`src/rtl/host_port_pkg.sv`:
```
package host_port_pkg;
  typedef enum logic {
    BUS_STROBE_DIR = 1'b0,
    BUS_SPLIT_RW   = 1'b1
  } bus_kind_e;

  localparam logic ADDR_DATA = 1'b0;
  localparam logic ADDR_AUX  = 1'b1;
endpackage

```
`src/rtl/hp_sync.sv`:
```
module hp_sync #(
  parameter int unsigned W = 1,
  parameter logic [W-1:0] RST_VAL = '0
) (
  input  logic         clk_i,
  input  logic         rst_ni,
  input  logic [W-1:0] d_i,
  output logic [W-1:0] q_o
);
  for (genvar i = 0; i < W; i++) begin : g_bit
    logic meta_q, stab_q;
    always_ff @(posedge clk_i or negedge rst_ni) begin
      if (!rst_ni) begin
        meta_q <= RST_VAL[i];
        stab_q <= RST_VAL[i];
      end else begin
        meta_q <= d_i[i];
        stab_q <= meta_q;
      end
    end
    assign q_o[i] = stab_q;
  end
endmodule

```
`src/rtl/hp_access_ctl.sv`:
```
module hp_access_ctl
  import host_port_pkg::*;
(
  input  logic      clk_i,
  input  logic      rst_ni,
  input  logic      cs_n_s_i,
  input  logic      dsrd_s_i,
  input  logic      rwwr_s_i,
  input  logic      sel_s_i,
  input  logic      mux_s_i,
  input  logic      d0_s_i,
  output logic      active_o,
  output bus_kind_e kind_o,
  output logic      addr_o,
  output logic      rd_act_o,
  output logic      wr_act_o
);
  logic      cs_n_q, active_q, addr_q;
  bus_kind_e kind_q;
  logic      cs_fall, in_acc;

  assign cs_fall = cs_n_q & ~cs_n_s_i;

  always_ff @(posedge clk_i or negedge rst_ni) begin
    if (!rst_ni) begin
      cs_n_q   <= 1'b1;
      active_q <= 1'b0;
      kind_q   <= BUS_STROBE_DIR;
      addr_q   <= ADDR_DATA;
    end else begin
      cs_n_q <= cs_n_s_i;
      if (cs_fall) begin
        active_q <= 1'b1;
        kind_q   <= dsrd_s_i ? BUS_SPLIT_RW : BUS_STROBE_DIR;
        addr_q   <= mux_s_i ? d0_s_i : sel_s_i;
      end else if (cs_n_s_i) begin
        active_q <= 1'b0;
      end
    end
  end

  // strobe decode uses the convention latched at select time
  assign in_acc = active_q & ~cs_n_s_i;
  always_comb begin
    if (kind_q == BUS_SPLIT_RW) begin
      rd_act_o = in_acc & ~dsrd_s_i;
      wr_act_o = in_acc & ~rwwr_s_i;
    end else begin
      rd_act_o = in_acc & dsrd_s_i & rwwr_s_i;
      wr_act_o = in_acc & dsrd_s_i & ~rwwr_s_i;
    end
  end

  assign active_o = active_q;
  assign kind_o   = kind_q;
  assign addr_o   = addr_q;
endmodule

```
`src/rtl/hp_regs.sv`:
```
module hp_regs
  import host_port_pkg::*;
#(
  parameter int unsigned DW = 8,
  parameter int unsigned SW = 4
) (
  input  logic          clk_i,
  input  logic          rst_ni,
  input  logic          rd_act_i,
  input  logic          wr_act_i,
  input  logic          addr_i,
  input  logic [DW-1:0] wdata_i,
  input  logic [DW-1:0] rx_data_i,
  input  logic [SW-1:0] evt_i,
  output logic [DW-1:0] rdata_o,
  output logic [DW-1:0] tx_data_o,
  output logic [DW-1:0] ctrl_o,
  output logic          irq_o
);
  localparam int unsigned PAD = DW - SW;

  logic          wr_q, rd_q, wr_end, rd_end;
  logic [DW-1:0] wbuf_q, tx_q, ctrl_q;
  logic [SW-1:0] flags_q, snap_q, clr_mask;

  assign wr_end   = wr_q & ~wr_act_i;
  assign rd_end   = rd_q & ~rd_act_i;
  assign clr_mask = (rd_end && addr_i == ADDR_AUX) ? snap_q : '0;

  always_ff @(posedge clk_i or negedge rst_ni) begin
    if (!rst_ni) begin
      wr_q    <= 1'b0;
      rd_q    <= 1'b0;
      wbuf_q  <= '0;
      tx_q    <= '0;
      ctrl_q  <= '0;
      flags_q <= '0;
      snap_q  <= '0;
    end else begin
      wr_q <= wr_act_i;
      rd_q <= rd_act_i;
      if (wr_act_i) wbuf_q <= wdata_i;
      if (wr_end) begin
        if (addr_i == ADDR_AUX) ctrl_q <= wbuf_q;
        else                    tx_q   <= wbuf_q;
      end
      if (rd_act_i) snap_q <= flags_q;
      // new events win over the clear
      flags_q <= (flags_q & ~clr_mask) | evt_i;
    end
  end

  assign rdata_o   = (addr_i == ADDR_AUX) ? {{PAD{1'b0}}, flags_q} : rx_data_i;
  assign tx_data_o = tx_q;
  assign ctrl_o    = ctrl_q;
  assign irq_o     = |flags_q;
endmodule

```
`src/rtl/host_port_adapt.sv`:
```
module host_port_adapt
  import host_port_pkg::*;
#(
  parameter int unsigned DW = 8,
  parameter int unsigned SW = 4
) (
  input  logic          clk_i,
  input  logic          rst_ni,
  input  logic          cs_ni,
  input  logic          ds_rd_i,
  input  logic          rw_wr_i,
  input  logic          reg_sel_i,
  input  logic          mux_bus_i,
  input  logic [DW-1:0] data_i,
  output logic [DW-1:0] data_o,
  output logic          data_oe_o,
  input  logic [DW-1:0] rx_data_i,
  input  logic [SW-1:0] evt_i,
  output logic [DW-1:0] tx_data_o,
  output logic [DW-1:0] ctrl_o,
  output logic          irq_o
);
  localparam int unsigned NIN = DW + 5;
  localparam int unsigned B_CS = DW;
  localparam int unsigned B_DS = DW + 1;
  localparam int unsigned B_RW = DW + 2;
  localparam int unsigned B_RS = DW + 3;
  localparam int unsigned B_MX = DW + 4;
  localparam logic [NIN-1:0] IN_IDLE = NIN'((1 << B_CS) | (1 << B_RW));

  logic [NIN-1:0] raw_in, syn;
  logic           cs_s, active_q, addr_q, rd_act, wr_act;
  bus_kind_e      kind_q;
  logic [DW-1:0]  rdata;

  assign raw_in = {mux_bus_i, reg_sel_i, rw_wr_i, ds_rd_i, cs_ni, data_i};

  hp_sync #(.W(NIN), .RST_VAL(IN_IDLE)) u_sync (
    .clk_i (clk_i),
    .rst_ni(rst_ni),
    .d_i   (raw_in),
    .q_o   (syn)
  );

  assign cs_s = syn[B_CS];

  hp_access_ctl u_ctl (
    .clk_i   (clk_i),
    .rst_ni  (rst_ni),
    .cs_n_s_i(cs_s),
    .dsrd_s_i(syn[B_DS]),
    .rwwr_s_i(syn[B_RW]),
    .sel_s_i (syn[B_RS]),
    .mux_s_i (syn[B_MX]),
    .d0_s_i  (syn[0]),
    .active_o(active_q),
    .kind_o  (kind_q),
    .addr_o  (addr_q),
    .rd_act_o(rd_act),
    .wr_act_o(wr_act)
  );

  hp_regs #(.DW(DW), .SW(SW)) u_regs (
    .clk_i    (clk_i),
    .rst_ni   (rst_ni),
    .rd_act_i (rd_act),
    .wr_act_i (wr_act),
    .addr_i   (addr_q),
    .wdata_i  (syn[DW-1:0]),
    .rx_data_i(rx_data_i),
    .evt_i    (evt_i),
    .rdata_o  (rdata),
    .tx_data_o(tx_data_o),
    .ctrl_o   (ctrl_o),
    .irq_o    (irq_o)
  );

  assign data_oe_o = rd_act;
  assign data_o    = rd_act ? rdata : '0;
endmodule

```
`config.mk`:
```
export PLATFORM = sky130hd
export DESIGN_NAME = host_port_adapt
export DESIGN_NICKNAME = d
export VERILOG_FILES = /design/src/rtl/host_port_pkg.sv /design/src/rtl/hp_sync.sv /design/src/rtl/hp_access_ctl.sv /design/src/rtl/hp_regs.sv /design/src/rtl/host_port_adapt.sv
export SDC_FILE = /design/constraint.sdc
export NUM_CORES = 1
export LEC_CHECK = 0
export BUFFER_PORTS_ARGS = -buffer_cell sky130_fd_sc_hd__clkbuf_2
export CELL_PAD_IN_SITES_DETAIL_PLACEMENT = 0
export CELL_PAD_IN_SITES_GLOBAL_PLACEMENT = 1
export CORE_UTILIZATION = 40
export CTS_CLUSTER_SIZE = 14
export DETAILED_ROUTE_END_ITERATION = 6
export PLACE_DENSITY = 0.72
export SLEW_MARGIN = 20
export SYNTH_ARGS = -nofsm -noshare
export SYNTH_HDL_FRONTEND = slang
export SYNTH_HIERARCHICAL = 1
export SYNTH_SLANG_ARGS = --single-unit
```
`constraint.sdc`:
```
create_clock -name clk_i -period 3.1 [get_ports clk_i]
set_clock_uncertainty 0.1 [all_clocks]
set_input_delay 0.62 -clock clk_i [delete_from_list [all_inputs] [get_ports clk_i]]
set_output_delay 0.62 -clock clk_i [all_outputs]
set_load 0.005 [all_outputs]
```
=== Word-level counts from Yosys, hierarchy flattened ===
Index checks and enable logic that the tools add are counted.

* Mux-type cells: 9
* Bitwise gates (word level): 18
* Reductions and logical operators: 5

{| class="wikitable"
|+ Operators by type and width
! operator !! count
|-
| $mux W8 || 2
|-
| $and A1 B1 Y1 || 9
|-
| $mux W1 || 6
|-
| $not A1 Y1 || 6
|-
| $and A4 B4 Y4 || 1
|-
| $mux W4 || 1
|-
| $not A4 Y4 || 1
|-
| $or A4 B4 Y4 || 1
|-
| $reduce_and A2 Y1 || 2
|-
| $reduce_or A4 Y1 || 1
|-
| $reduce_bool A2 Y1 || 1
|-
| $logic_and A1 B1 Y1 || 1
|}

* Logic and storage cells: 69
* Input port bits: 27
* Output and inout port bits: 26
* Register bits after elaboration: 64

=== Longest topological paths before layout ===
* Depth after elaboration: 12
* Mapped depth: 6
* Mapped depth without buffers: 4

=== Cells and area by module ===
Netlist, hierarchy kept.

{| class="wikitable"
|+ By module, submodules not included
! module !! times used !! cells an instance !! sequential area each (um2) !! area an instance (um2)
|-
| hp_regs || 1 || 88 || 850.8 || 1356.3
|-
| hp_sync || 1 || 39 || 655.6 || 753.2
|-
| hp_access_ctl || 1 || 16 || 101.3 || 192.7
|-
| host_port_adapt || 1 || 8 || 0.0 || 50.0
|}

=== Worst setup path before layout ===
OpenSTA, ideal clock, no wires.

* Path kind: register to output
* Start: register u_sync.g_bit[10].stab_q
* End: output port data_o[0]
* Data arrival time: 1.434 ns
* Data required time: 2.380 ns
* Path buffers: 1
* Slack: 0.946 ns
* Stages on the path, launching flop included: 5
* Cell sequence: dfstp_2 > buf_4 > nand3b_1 > a21oi_1 > and2_1

* Longest elaborated chain between the ends: 3

{| class="wikitable"
|+ RTL lines
! item !! line !! RTL
|-
| start: declaration || hp_sync.sv:11 || <nowiki>logic meta_q, stab_q;</nowiki>
|-
| start signal: assignment || hp_sync.sv:15 || <nowiki>stab_q <= RST_VAL[i];</nowiki>
|-
| start signal: assignment || hp_sync.sv:18 || <nowiki>stab_q <= meta_q;</nowiki>
|-
| $and A1 B1 Y1 || hp_access_ctl.sv:49 || <nowiki>rd_act_o = in_acc & dsrd_s_i & rwwr_s_i;</nowiki>
|-
| $mux W1 || hp_access_ctl.sv:45 || <nowiki>if (kind_q == BUS_SPLIT_RW) begin</nowiki>
|-
| via data_oe_o || host_port_adapt.sv:16 || <nowiki>output logic data_oe_o,</nowiki>
|-
| $mux W8 || host_port_adapt.sv:79 || <nowiki>assign data_o = rd_act ? rdata : '0;</nowiki>
|-
| end: declaration || host_port_adapt.sv:15 || <nowiki>output logic [DW-1:0] data_o,</nowiki>
|}

The timed path passes the listed nets, and every way through them passes these cells.

=== Final worst setup path ===
* Start: register u_ctl.addr_q, in the netlist u_ctl/addr_o
* End: output port data_o[0]

* Longest elaborated chain between the ends: 2

{| class="wikitable"
|+ RTL lines
! item !! line !! RTL
|-
| start: declaration || hp_access_ctl.sv:18 || <nowiki>logic cs_n_q, active_q, addr_q;</nowiki>
|-
| start signal: assignment || hp_access_ctl.sv:35 || <nowiki>addr_q <= mux_s_i ? d0_s_i : sel_s_i;</nowiki>
|-
| $mux W8 || hp_regs.sv:53 || <nowiki>assign rdata_o = (addr_i == ADDR_AUX) ? {{PAD{1'b0}}, flags_q} : rx_data_i;</nowiki>
|-
| via rdata[0] || host_port_adapt.sv:34 || <nowiki>logic [DW-1:0] rdata;</nowiki>
|-
| $mux W8 || host_port_adapt.sv:79 ||
|}

The timed path passes the listed nets, and every way through them passes these cells.

==> flow_metrics.tcl <==
set metrics [dict create \
    status "finished clean" \
    crit_path_end_kind "output port" \
    critPathRequiredTime_ps 2380 \
    cts_max_level 3 \
    die_h_um 78.7 \
    synth_seq_area_share_pct 68.4 \
    num_rows 27 \
    wl_met1_um 1520 \
    dp.cells 262 \
    critPathKind "register to output port" \
    worstPathArrival_ps 1620 \
    drc_errors 0 \
    synth-main-ff-cell "dfrtp_1" \
    mostFrequentLayoutCell "dfrtp_1" \
    antenna_found_initial 0 \
    critPathSlowestCell "dfrtp_1" \
    ant_nets 0 \
    hpwl_um 2610 \
    drt-vias-per-instance 4.54 \
    synth.avg_cell_area_um2 15.6 \
    final.setup.tns_ps 0 \
    place.gp.congestion 0.712 \
    port_buffers 52 \
    postPlaceCellArea_um2 2620 \
    nets 228 \
    worst_slew_pin_slew_ps 840 \
    grt_pass1_vias 1356 \
    grt_pass1_wl_um 6290 \
    cts_setup_buffers 0 \
    final-setup-viol-count 0 \
    die_area_um2 6190 \
    top_layer_used "met4" \
    min_path_type "input pin to asynchronous set/reset pin" \
    cts.path.max_buffers 2 \
    vias 1261 \
    cts.sinks 64 \
    rsz0062_at_grt "false" \
    drt-initial-drc-count 61 \
    track_usage_pct 14.2 \
    slowest_delay_ps 640 \
    synth_cell_types 20 \
    insertion_delay_ps 330 \
    clockRootBuffer "clkbuf_8" \
    crit_fanout 12 \
    cts_resized 0 \
    synth_seq_cells 64 \
    ys.warnings.count 6 \
    area_growth_pct 20.2 \
    start_util_pct 42.2 \
    path_cells "mux2_2 -> and2_1 -> clkbuf_2" \
    drive_above_1_share_pct 54.9 \
    relSlewSlack_pct 43.7 \
    routed-wl-met3_um 223 \
    max_clock_freq_ghz 0.428 \
    finalHoldViolCount 0 \
    synthArstFlopShare_pct 100 \
    path_clk_slew_ps 70 \
    antenna_cells 0 \
    dr.pass1.iters 4 \
    grt_max_degree 37 \
    cts_buffers 9 \
    gr-total-overflow 0 \
    period_share_pct 75.4 \
    cts_tree "done" \
    synth_area_um2 2350 \
    routed_wl_um 3650 \
    wire_per_inst_um 13.1 \
    start_kind "register" \
    powerDensity_nw_per_um2 744 \
    layout_common_cells "dfrtp_1, clkbuf_2, mux2_2" \
    maxCapViolCount 0 \
    finish.instance_area_um2 2830 \
    layout.cells.non_filler 278 \
    synth-edff-count 0 \
    dr_wl_met2_um 1860 \
    die_x_um 78.7 \
    period_minus_slack_ps 2340 \
    pin_count 53 \
    drv_slew 0 \
    synthCells 151 \
    peakVddDrop_uv 352 \
    cts_hold_buffers 0 \
    p_leak_uw 0.00133 \
    core_area_um2 5570 \
    syn-num-nets 178 \
]
layout make-up:
| class | instances | area, µm² |
|---|---|---|
| Fill cell | 505 | 2750 |
| Sequential cell | 64 | 1610 |
| Multi-Input combinational cell | 68 | 618 |
| Timing Repair Buffer | 54 | 288 |
| Clock buffer | 13 | 169 |
| Tap cell | 72 | 90.1 |
| Clock inverter | 3 | 40.0 |
| Inverter | 4 | 15.0 |
Yosys cell counts (2+ instances only):
master	count	area, µm²
a31oi_1	4	25.0
and2_1	8	50.1
buf_4	14	105
dfrtp_1	59	1480
dfstp_2	5	131
inv_1	4	15.0
mux2_2	33	372
mux2_4	2	30.0
nand2b_1	2	12.5
nor2_1	7	26.3
nor2b_1	4	25.0
state kept, by name, summed over array words and instances, names as in the netlist:
signal	count
u_regs/rd_q	1
u_sync/g_bit.stab_q	13
u_ctl/kind_o	1
u_ctl/cs_n_q	1
u_regs/snap_q	4
u_regs/wr_q	1
u_sync/g_bit.meta_q	13
u_ctl/active_o	1
u_regs/ctrl_o	8
u_ctl/addr_o	1
u_regs/flags_q	4
u_regs/tx_data_o	8
u_regs/wbuf_q	8
per-layer routing:
metal / GRT usage, % / vias to the layer above
met1: 15.4 / 628
met5: 0 / -
li1: - / 596
met3: 8.37 / 7
met2: 22.7 / 30
met4: 5.19 / 0
stage by stage:
| stage | hold WS, ps | util (%) | setup WS [ps] | total power, µW |
|---|---|---|---|---|
| after global placement | 234 | 47.0 | 973 | 1390 |
| after floorplan | 224 | - | 946 | 1250 |
| after detailed placement | 236 | 47.0 | 902 | 1410 |
| final | 223 | 50.7 | 762 | 2100 |
| after CTS | 232 | 50.7 | 727 | 2140 |
| after global routing | 227 | 50.7 | 623 | 2230 |
report_power, final:
| group | switching (µW) | internal (µW) | total [µW] |
|---|---|---|---|
| Sequential | 93.7 | 991 | 1080 |
| Clock | 284 | 434 | 718 |
| Combinational | 110 | 190 | 300 |
| Total | 487 | 1620 | 2100 |
cell families (layout without fill, tap and decap cells):
logic type / count (synthesis) / in the layout / synth area share [%]
AO/OA/AOI/OAI: 5 / 5 / 1.28
flip-flops: 64 / 64 / 68.4
buffers and inverters: 19 / 74 / 5.58
multiplexers: 35 / 35 / 17.1
AND/OR/NAND/NOR: 28 / 28 / 7.71
final timing paths:
path | depth (start not counted) | slack [ps] | end | from
min | 1 | 220 | u_sync/g_bit[3].meta_q | rst_ni
max | 3 | 760 | data_o[0] | u_ctl/addr_o
min reg2reg | 0 | 250 | u_sync/g_bit[7].stab_q | u_sync/g_bit[7].meta_q
min in group clk_i | 0 | 250 | u_sync/g_bit[7].stab_q | u_sync/g_bit[7].meta_q
max reg2reg | 4 | 930 | u_regs/ctrl_o[6] | u_sync/g_bit[8].stab_q
max in group asynchronous | 2 | 2050 | u_sync/g_bit[5].stab_q | rst_ni
worst max-delay path: cells and delay by family (launching register included):
family,cells,cell delay (ps)
buf+inv,1,110
flops,1,640
mux,1,380
simple gates,1,150
Power figures use the tool's default switching activity.
